File: config.mk
export PLATFORM = sky130hd
export DESIGN_NAME = blit2d_ctrl
export DESIGN_NICKNAME = d
export VERILOG_FILES = /design/src/rtl/blit2d_pkg.sv /design/src/rtl/blit2d_addr_gen.sv /design/src/rtl/blit2d_scan.sv /design/src/rtl/blit2d_ctrl.sv
export SDC_FILE = /design/constraint.sdc
export NUM_CORES = 1
export LEC_CHECK = 0
export ABC_AREA = 1
export ABC_CLOCK_PERIOD_IN_PS = 4450
export BUFFER_PORTS_ARGS = -buffer_cell sky130_fd_sc_hd__buf_2
export CORE_AREA = 8 8 213 367
export DETAILED_ROUTE_END_ITERATION = 12
export DIE_AREA = 0 0 221 375
export PLACE_DENSITY = 0.49
export SLEW_MARGIN = 20
export SYNTH_ARGS = -nofsm -noshare
export SYNTH_HDL_FRONTEND = slang
export SYNTH_SLANG_ARGS = --single-unit
File: constraint.sdc
create_clock -name clk_i -period 4.45 [get_ports clk_i]
set_input_delay 0.2225 -clock clk_i [delete_from_list [all_inputs] [get_ports clk_i]]
set_output_delay 0.2225 -clock clk_i [all_outputs]
set_load 0.02 [all_outputs]
File: src/rtl/blit2d_pkg.sv
package blit2d_pkg;
  typedef enum logic [1:0] {
    MODE_COPY  = 2'd0,
    MODE_CONV  = 2'd1,
    MODE_BLEND = 2'd2,
    MODE_FILL  = 2'd3
  } blit_mode_e;

  typedef enum logic [1:0] {
    ST_IDLE = 2'd0,
    ST_FG   = 2'd1,
    ST_BG   = 2'd2,
    ST_WR   = 2'd3
  } blit_state_e;

  localparam int FLAG_W       = 6;
  localparam int FLAG_XERR    = 0;
  localparam int FLAG_DONE    = 1;
  localparam int FLAG_CFG_ERR = 5;
endpackage

File: src/rtl/blit2d_addr_gen.sv
module blit2d_addr_gen #(
  parameter int ADDR_W = 32,
  parameter int SKIP_W = 14,
  parameter int BPP_W  = 3
) (
  input  logic              clk_i,
  input  logic              rst_ni,
  input  logic              load_i,
  input  logic [ADDR_W-1:0] base_i,
  input  logic [SKIP_W-1:0] skip_i,
  input  logic [BPP_W-1:0]  bpp_i,
  input  logic              step_i,
  input  logic              eol_i,
  output logic [ADDR_W-1:0] addr_o
);
  localparam int PROD_W = SKIP_W + BPP_W;

  logic [ADDR_W-1:0] addr_q;
  logic [SKIP_W-1:0] skip_q;
  logic [BPP_W-1:0]  bpp_q;
  logic [PROD_W-1:0] line_gap;

  assign line_gap = {{BPP_W{1'b0}}, skip_q} * {{SKIP_W{1'b0}}, bpp_q};

  always_ff @(posedge clk_i or negedge rst_ni) begin
    if (!rst_ni) begin
      addr_q <= '0;
      skip_q <= '0;
      bpp_q  <= '0;
    end else if (load_i) begin
      addr_q <= base_i;
      skip_q <= skip_i;
      bpp_q  <= bpp_i;
    end else if (step_i) begin
      addr_q <= addr_q + ADDR_W'(bpp_q) + (eol_i ? ADDR_W'(line_gap) : '0);
    end
  end

  assign addr_o = addr_q;
endmodule

File: src/rtl/blit2d_scan.sv
module blit2d_scan #(
  parameter int PPL_W = 14,
  parameter int NL_W  = 16
) (
  input  logic             clk_i,
  input  logic             rst_ni,
  input  logic             load_i,
  input  logic [PPL_W-1:0] ppl_i,
  input  logic [NL_W-1:0]  nl_i,
  input  logic             step_i,
  output logic             eol_o,
  output logic             last_o
);
  logic [PPL_W-1:0] ppl_q, px_q;
  logic [NL_W-1:0]  nl_q, ln_q;

  assign eol_o  = (px_q == ppl_q - 1'b1);
  assign last_o = eol_o && (ln_q == nl_q - 1'b1);

  always_ff @(posedge clk_i or negedge rst_ni) begin
    if (!rst_ni) begin
      ppl_q <= '0;
      nl_q  <= '0;
      px_q  <= '0;
      ln_q  <= '0;
    end else if (load_i) begin
      ppl_q <= ppl_i;
      nl_q  <= nl_i;
      px_q  <= '0;
      ln_q  <= '0;
    end else if (step_i) begin
      if (eol_o) begin
        px_q <= '0;
        ln_q <= ln_q + 1'b1;
      end else begin
        px_q <= px_q + 1'b1;
      end
    end
  end
endmodule

File: src/rtl/blit2d_ctrl.sv
module blit2d_ctrl
  import blit2d_pkg::*;
#(
  parameter int ADDR_W = 32,
  parameter int DATA_W = 32,
  parameter int SKIP_W = 14,
  parameter int BPP_W  = 3,
  parameter int PPL_W  = 14,
  parameter int NL_W   = 16
) (
  input  logic              clk_i,
  input  logic              rst_ni,
  input  logic [1:0]        mode_i,
  input  logic [ADDR_W-1:0] fg_base_i,
  input  logic [ADDR_W-1:0] bg_base_i,
  input  logic [ADDR_W-1:0] out_base_i,
  input  logic [SKIP_W-1:0] fg_skip_i,
  input  logic [SKIP_W-1:0] bg_skip_i,
  input  logic [SKIP_W-1:0] out_skip_i,
  input  logic [BPP_W-1:0]  fg_bpp_i,
  input  logic [BPP_W-1:0]  bg_bpp_i,
  input  logic [BPP_W-1:0]  out_bpp_i,
  input  logic [PPL_W-1:0]  ppl_i,
  input  logic [NL_W-1:0]   nl_i,
  input  logic [DATA_W-1:0] fill_color_i,
  input  logic              start_set_i,
  input  logic              flag_clr_we_i,
  input  logic [5:0]        flag_clr_i,
  output logic              start_o,
  output logic [5:0]        flags_o,
  output logic              rd_req_o,
  output logic              rd_port_o,
  output logic [ADDR_W-1:0] rd_addr_o,
  input  logic              rd_ack_i,
  input  logic [DATA_W-1:0] rd_data_i,
  input  logic              rd_err_i,
  output logic              wr_req_o,
  output logic [ADDR_W-1:0] wr_addr_o,
  output logic [DATA_W-1:0] wr_data_o,
  input  logic              wr_ack_i,
  input  logic              wr_err_i
);
  localparam int NPORT     = 3;
  localparam int ALPHA_LSB = DATA_W - 8;

  blit_state_e state_q, state_d;
  blit_mode_e  mode_q;
  logic [DATA_W-1:0] color_q, fg_q, bg_q;
  logic [FLAG_W-1:0] flags_q, flags_set, flags_clr;

  logic accept, zero_dim, launch, rd_done, wr_done, bus_err, pix_step;
  logic eol, last;
  logic [ADDR_W-1:0] base_a [NPORT];
  logic [SKIP_W-1:0] skip_a [NPORT];
  logic [BPP_W-1:0]  bpp_a  [NPORT];
  logic [ADDR_W-1:0] addr_a [NPORT];

  assign base_a[0] = fg_base_i;  assign skip_a[0] = fg_skip_i;  assign bpp_a[0] = fg_bpp_i;
  assign base_a[1] = bg_base_i;  assign skip_a[1] = bg_skip_i;  assign bpp_a[1] = bg_bpp_i;
  assign base_a[2] = out_base_i; assign skip_a[2] = out_skip_i; assign bpp_a[2] = out_bpp_i;

  assign accept   = start_set_i && (state_q == ST_IDLE);
  assign zero_dim = (ppl_i == '0) || (nl_i == '0);
  assign launch   = accept && !zero_dim;
  assign rd_done  = rd_req_o && rd_ack_i;
  assign wr_done  = wr_req_o && wr_ack_i;
  assign bus_err  = (rd_done && rd_err_i) || (wr_done && wr_err_i);
  assign pix_step = wr_done && !wr_err_i;

  for (genvar p = 0; p < NPORT; p++) begin : g_port
    blit2d_addr_gen #(.ADDR_W(ADDR_W), .SKIP_W(SKIP_W), .BPP_W(BPP_W)) u_ag (
      .clk_i, .rst_ni,
      .load_i (launch),
      .base_i (base_a[p]),
      .skip_i (skip_a[p]),
      .bpp_i  (bpp_a[p]),
      .step_i (pix_step),
      .eol_i  (eol),
      .addr_o (addr_a[p])
    );
  end

  blit2d_scan #(.PPL_W(PPL_W), .NL_W(NL_W)) u_scan (
    .clk_i, .rst_ni,
    .load_i (launch),
    .ppl_i, .nl_i,
    .step_i (pix_step),
    .eol_o  (eol),
    .last_o (last)
  );

  always_comb begin
    state_d = state_q;
    unique case (state_q)
      ST_IDLE: if (launch) state_d = (blit_mode_e'(mode_i) == MODE_FILL) ? ST_WR : ST_FG;
      ST_FG:   if (rd_done) state_d = rd_err_i ? ST_IDLE : (mode_q == MODE_BLEND) ? ST_BG : ST_WR;
      ST_BG:   if (rd_done) state_d = rd_err_i ? ST_IDLE : ST_WR;
      ST_WR:   if (wr_done) state_d = (wr_err_i || last) ? ST_IDLE : (mode_q == MODE_FILL) ? ST_WR : ST_FG;
      default: state_d = ST_IDLE;
    endcase
  end

  always_ff @(posedge clk_i or negedge rst_ni) begin
    if (!rst_ni) begin
      state_q <= ST_IDLE;
      mode_q  <= MODE_COPY;
      color_q <= '0;
      fg_q    <= '0;
      bg_q    <= '0;
    end else begin
      state_q <= state_d;
      if (launch) begin
        mode_q  <= blit_mode_e'(mode_i);
        color_q <= fill_color_i;
      end
      if (rd_done && state_q == ST_FG) fg_q <= rd_data_i;
      if (rd_done && state_q == ST_BG) bg_q <= rd_data_i;
    end
  end

  // flags: set wins over a same-cycle clear
  always_comb begin
    flags_set = '0;
    flags_set[FLAG_XERR]    = bus_err;
    flags_set[FLAG_DONE]    = pix_step && last;
    flags_set[FLAG_CFG_ERR] = accept && zero_dim;
    flags_clr = flag_clr_we_i ? flag_clr_i : '0;
  end

  always_ff @(posedge clk_i or negedge rst_ni) begin
    if (!rst_ni) flags_q <= '0;
    else         flags_q <= (flags_q & ~flags_clr) | flags_set;
  end

  assign start_o   = (state_q != ST_IDLE);
  assign flags_o   = flags_q;
  assign rd_req_o  = (state_q == ST_FG) || (state_q == ST_BG);
  assign rd_port_o = (state_q == ST_BG);
  assign rd_addr_o = (state_q == ST_BG) ? addr_a[1] : addr_a[0];
  assign wr_req_o  = (state_q == ST_WR);
  assign wr_addr_o = addr_a[2];

  always_comb begin
    unique case (mode_q)
      MODE_FILL:  wr_data_o = color_q;
      MODE_BLEND: wr_data_o = (fg_q[DATA_W-1:ALPHA_LSB] != '0) ? fg_q : bg_q;
      default:    wr_data_o = fg_q;
    endcase
  end

  assert_one_req_R9: assert property (@(posedge clk_i) disable iff (!rst_ni)
    !(rd_req_o && wr_req_o));
  assert_rd_hold_R9: assert property (@(posedge clk_i) disable iff (!rst_ni)
    rd_req_o && !rd_ack_i |=> rd_req_o && $stable(rd_addr_o) && $stable(rd_port_o));
  assert_wr_hold_R9: assert property (@(posedge clk_i) disable iff (!rst_ni)
    wr_req_o && !wr_ack_i |=> wr_req_o && $stable(wr_addr_o) && $stable(wr_data_o));
  assert_fill_no_read_R3: assert property (@(posedge clk_i) disable iff (!rst_ni)
    start_o && mode_q == MODE_FILL |-> !rd_req_o);
  assert_cfg_err_R6: assert property (@(posedge clk_i) disable iff (!rst_ni)
    start_set_i && !start_o && (ppl_i == '0 || nl_i == '0) |=> !start_o && flags_o[FLAG_CFG_ERR]);
  assert_abort_R7: assert property (@(posedge clk_i) disable iff (!rst_ni)
    (rd_req_o && rd_ack_i && rd_err_i) || (wr_req_o && wr_ack_i && wr_err_i)
    |=> !start_o && flags_o[FLAG_XERR]);
  assert_idle_quiet_R6: assert property (@(posedge clk_i) disable iff (!rst_ni)
    !start_o |-> !rd_req_o && !wr_req_o);
  assert_rsvd_zero_R8: assert property (@(posedge clk_i) disable iff (!rst_ni)
    flags_o[4:2] == 3'b000);
endmodule

==> metrics.md <==
| Metric | Value |
|---|---|
| Status | finished with violations |
| Violated checks | negative setup slack |
| Internal cell power | between 0.01 and 0.015 W |
| Worst Max-Slew Pin Slew | between 0.8 and 0.9 ns |
| Slowest-stage cell, CP | fa_1 |
| Worst-path fanout max | 4 |
| Global-route wire length before repair | approximately 150 mm |
| Max cap viols | 0 |
| CTS sink cnt | 313 |
| # fillers | roughly 7,300 |
| Slew HR | around 40% |
| Post-route minimum period | 4.47 ns |
| # IOs | approximately 360 |
| Synthesized instance count | ~3,400 |
| R2R Path Start | g_port[2].u_ag.bpp_q[2] |
| Final TNS setup | -0.0176 ns |
| Drt first pass iters | 8 |
| Worst hold path type | primary input to flip-flop |
| Syn Area/Cell | 7.05 um^2 |
| Initial antenna violation count | 19 |
| Final core occ | about half |
| Die area | just over 0.08 mm^2 |
| Pre-CTS WS | -0.514 ns |
| Starting Density | between 30% and 40% |
| Psw | approximately 0.010 W |
| Final hold violation count | 0 |
| Layout Skew | just under 0.03 ns |
| Pwr/cell area | 609 mW/mm^2 |
| Clk buf depth | 3 |
| Clk pwr share | between 10% and 20% |
| Nets | approximately 4,700 |
| CTS root buf | clkbuf_16 |
| Max Clk Rate | about 220 MHz |
| Port bufs | 362 |
| Layout cells sized above 1 | 30.2% |
| Gr usage total | 22.2% |
| Critical setup path kind | flip-flop to flip-flop |
| Sequential Power Share | approximately a quarter |
| Slew Viols, Final | 0 |
| CTS tree | yes |
| RePlAce Congestion | 0.907 |
| Rows | about 130 |
| Fin crit share | 100% |
| Post-synth EDFFs | 0 |
| Via count | roughly 26,000 |
| Avg WL per Cell | around 18 um |
| Post-synth top flop | dfrtp_1 |
| H-tree depth | 2 |
| Via-to-Cell Ratio | 4.90 |
| Register area share after synthesis | between 30% and 40% |
| Syn_nets | 3,835 |
| Critical hold path startpoint | flag_clr_we_i |
| Combinational fraction of design power | 60.5% |
| Remaining Overflow, GRT | 0 |
| # setup viols final | 1 |
| DR iter-0 viols | 1,256 |
| Die W | 221 um |
| Clk slew on worst S/H paths | around 0.060 ns |
| Post-Synthesis Cell Area | between 0.02 and 0.025 mm^2 |
| Most used cell, CP | nand2_1 |
| Critical Path AT | 4.91 ns |
| Top-area cell type share of the netlist area | between 30% and 40% |
| CP required | ~4.9 ns |
| Core area | between 0.07 and 0.08 mm^2 |
| Largest net degree at the start of global routing | 123 |
| Synth async-reset ratio | 100% |
| Detailed Route WL | 95.8 mm |
| Setup WS post-layout | -0.0176 ns |
| Sw frac | 47.5% |
| Pleak | around 17 nW |
| Ys Warns | 0 |
| Setup crit start kind | flip-flop |
| DRC Markers | 0 |
| Synth unique cells | 52 |
| Main area contributors after synthesis | dfrtp_1, nand2_1, ha_1 |
| Kind of end point of the critical path | flip-flop |
| Area grow syn2layout | 49.5% |
| Final ANT Viol Nets | 0 |
| Number of synthesized register bits | between 300 and 400 |
| Worst-Skew Late Latency | between 0.5 and 0.6 ns |
| Die H | 375 um |
| CP Launch Point | g_port[2].u_ag.bpp_q[2] |
| Synth area leader | dfrtp_1 |
| VDD IR max | approximately 0.52 mV |
| RSZ-0062 raised after global routing | true |
| Delay of the slowest cell on the worst path | ~0.5 ns |
| HPWL after DPL | 70.7 mm |
| CTS Buf Count | 38 |
| Vias in the first global route | between 20,000 and 30,000 |
## cell families (layout without fill, tap and decap cells)
kind of cell,Yosys count,after routing,synth area share [%]
and+or+nand+nor,1671,1671,28.8
other,0,12,0
DFF,313,313,32.9
buffers and inverters,506,1414,8.84
AOI/OAI and AO/OA,618,618,14.8
adders and majority gates,201,201,12.2
xor gates and xnor gates,68,68,2.50
## cell type report
class                   count  area (um^2)  area share (%)
multi-input cells        2558        16600            46.5
flip-flops and latches    313         7840            22.0
repair buffers            988         7370            20.7
inverters                 359         1350            3.80
well taps                 931         1160            3.27
clock buffers              53         1050            2.94
clock inverters            14          218           0.612
diodes                     12         30.0          0.0844
## worst max-delay path, delay by kind of cell (launching register included)
kind | cells | cell delay [ns]
AOI/OAI and AO/OA | 4 | 0.32
DFF | 1 | 0.44
adders and majority gates | 5 | 1.65
and+or+nand+nor | 14 | 1.52
buffers and inverters | 5 | 0.38
## cell usage after synthesis, types with 17 or more instances
cell type and n:
o22ai_1 34, nor2_1 232, buf_4 33, buf_2 34
o211ai_1 51, fa_1 51, nor3_1 45, inv_1 355
xnor2_1 26, dfrtp_1 313, xor2_1 42, nand3_1 144
ha_1 150, nand2_1 1139, nand4_1 40, clkbuf_1 73
o21a_1 19, a31oi_1 17, a21oi_1 172, o21ai_0 263
or2_2 18
## worst paths after layout
path / cells after the start / slack (ns) / endpoint
setup / recovery: 28 / -0.02 / g_port[2].u_ag.addr_o[24]
hold / removal: 4 / 0.03 / flags_o[1]
setup reg to reg: 28 / -0.02 / g_port[2].u_ag.addr_o[24]
hold reg to reg: 2 / 0.47 / color_q[21]
max in group asynchronous: 3 / 3.04 / g_port[1].u_ag.skip_q[3]
min in group asynchronous: 2 / 0.24 / u_scan.nl_q[0]
## flip-flops by register name (all words and copies together) (netlist names), 6 cells and up
name / cells
u_scan.ln_q: 16
u_scan.ppl_q: 14
u_scan.nl_q: 16
flags_o: 6
fg_q: 32
g_port.u_ag.skip_q: 42
g_port.u_ag.bpp_q: 9
u_scan.px_q: 14
bg_q: 32
g_port.u_ag.addr_o: 96
color_q: 32
## layer usage
| metal | global-route usage [%] | routed length [um] | vias to the layer above |
|---|---|---|---|
| li1 | - | - | 12757 |
| met5 | 0 | 82 | - |
| met3 | 5.21 | 5340 | 159 |
| met2 | 39.8 | 47400 | 557 |
| met1 | 25.6 | 39700 | 12127 |
| met4 | 7.72 | 3320 | 12 |
## cell usage in the layout, fill, tap and decap left out, types with 40 or more instances in the layout
cell / n
fa_1: 42
o211ai_1: 51
buf_4: 336
nand3_1: 123
xor2_1: 42
nand2_1: 1048
dlygate4sd3_1: 244
a21oi_1: 79
ha_4: 72
o21ai_2: 47
nand4_1: 40
inv_1: 328
nor2_1: 192
buf_2: 361
dfrtp_1: 306
a21oi_2: 65
nand2_2: 65
o21ai_0: 189
ha_1: 73
## metrics by stage
step	total power, W	cell area (um^2)	hold WS, ns	cells
CTS	0.0202	33100	0.0000555	5177
finish	0.0217	35600	0.0280	5228
global placement	0.0160	28600	0.310	4845
detailed placement	0.0161	28600	0.308	4845
global route	0.0235	35600	0.0164	5220
floorplan	0.0116	23800	-0.0731	3377
## power by group through the flow
stage	Sequential [W]	Clock (W)	Combinational [W]
after floorplan	0.00483	0	0.00678
after global placement	0.00522	0	0.0108
after detailed placement	0.00522	0	0.0109
after CTS	0.00520	0.00344	0.0116
after global routing	0.00542	0.00353	0.0145
final	0.00526	0.00332	0.0131
## repair_timing
item | 4_1_cts | 5_1_grt
setup endpoints to repair | 56 | 69
hold buffers | 244 | 0
endpoints found under the hold margin | 370 | 0
buffers inserted | 22 | 42
pin swaps | 56 | 229
resized for setup | 159 | 504
Note: power is estimated with default switching activity, not from simulation.
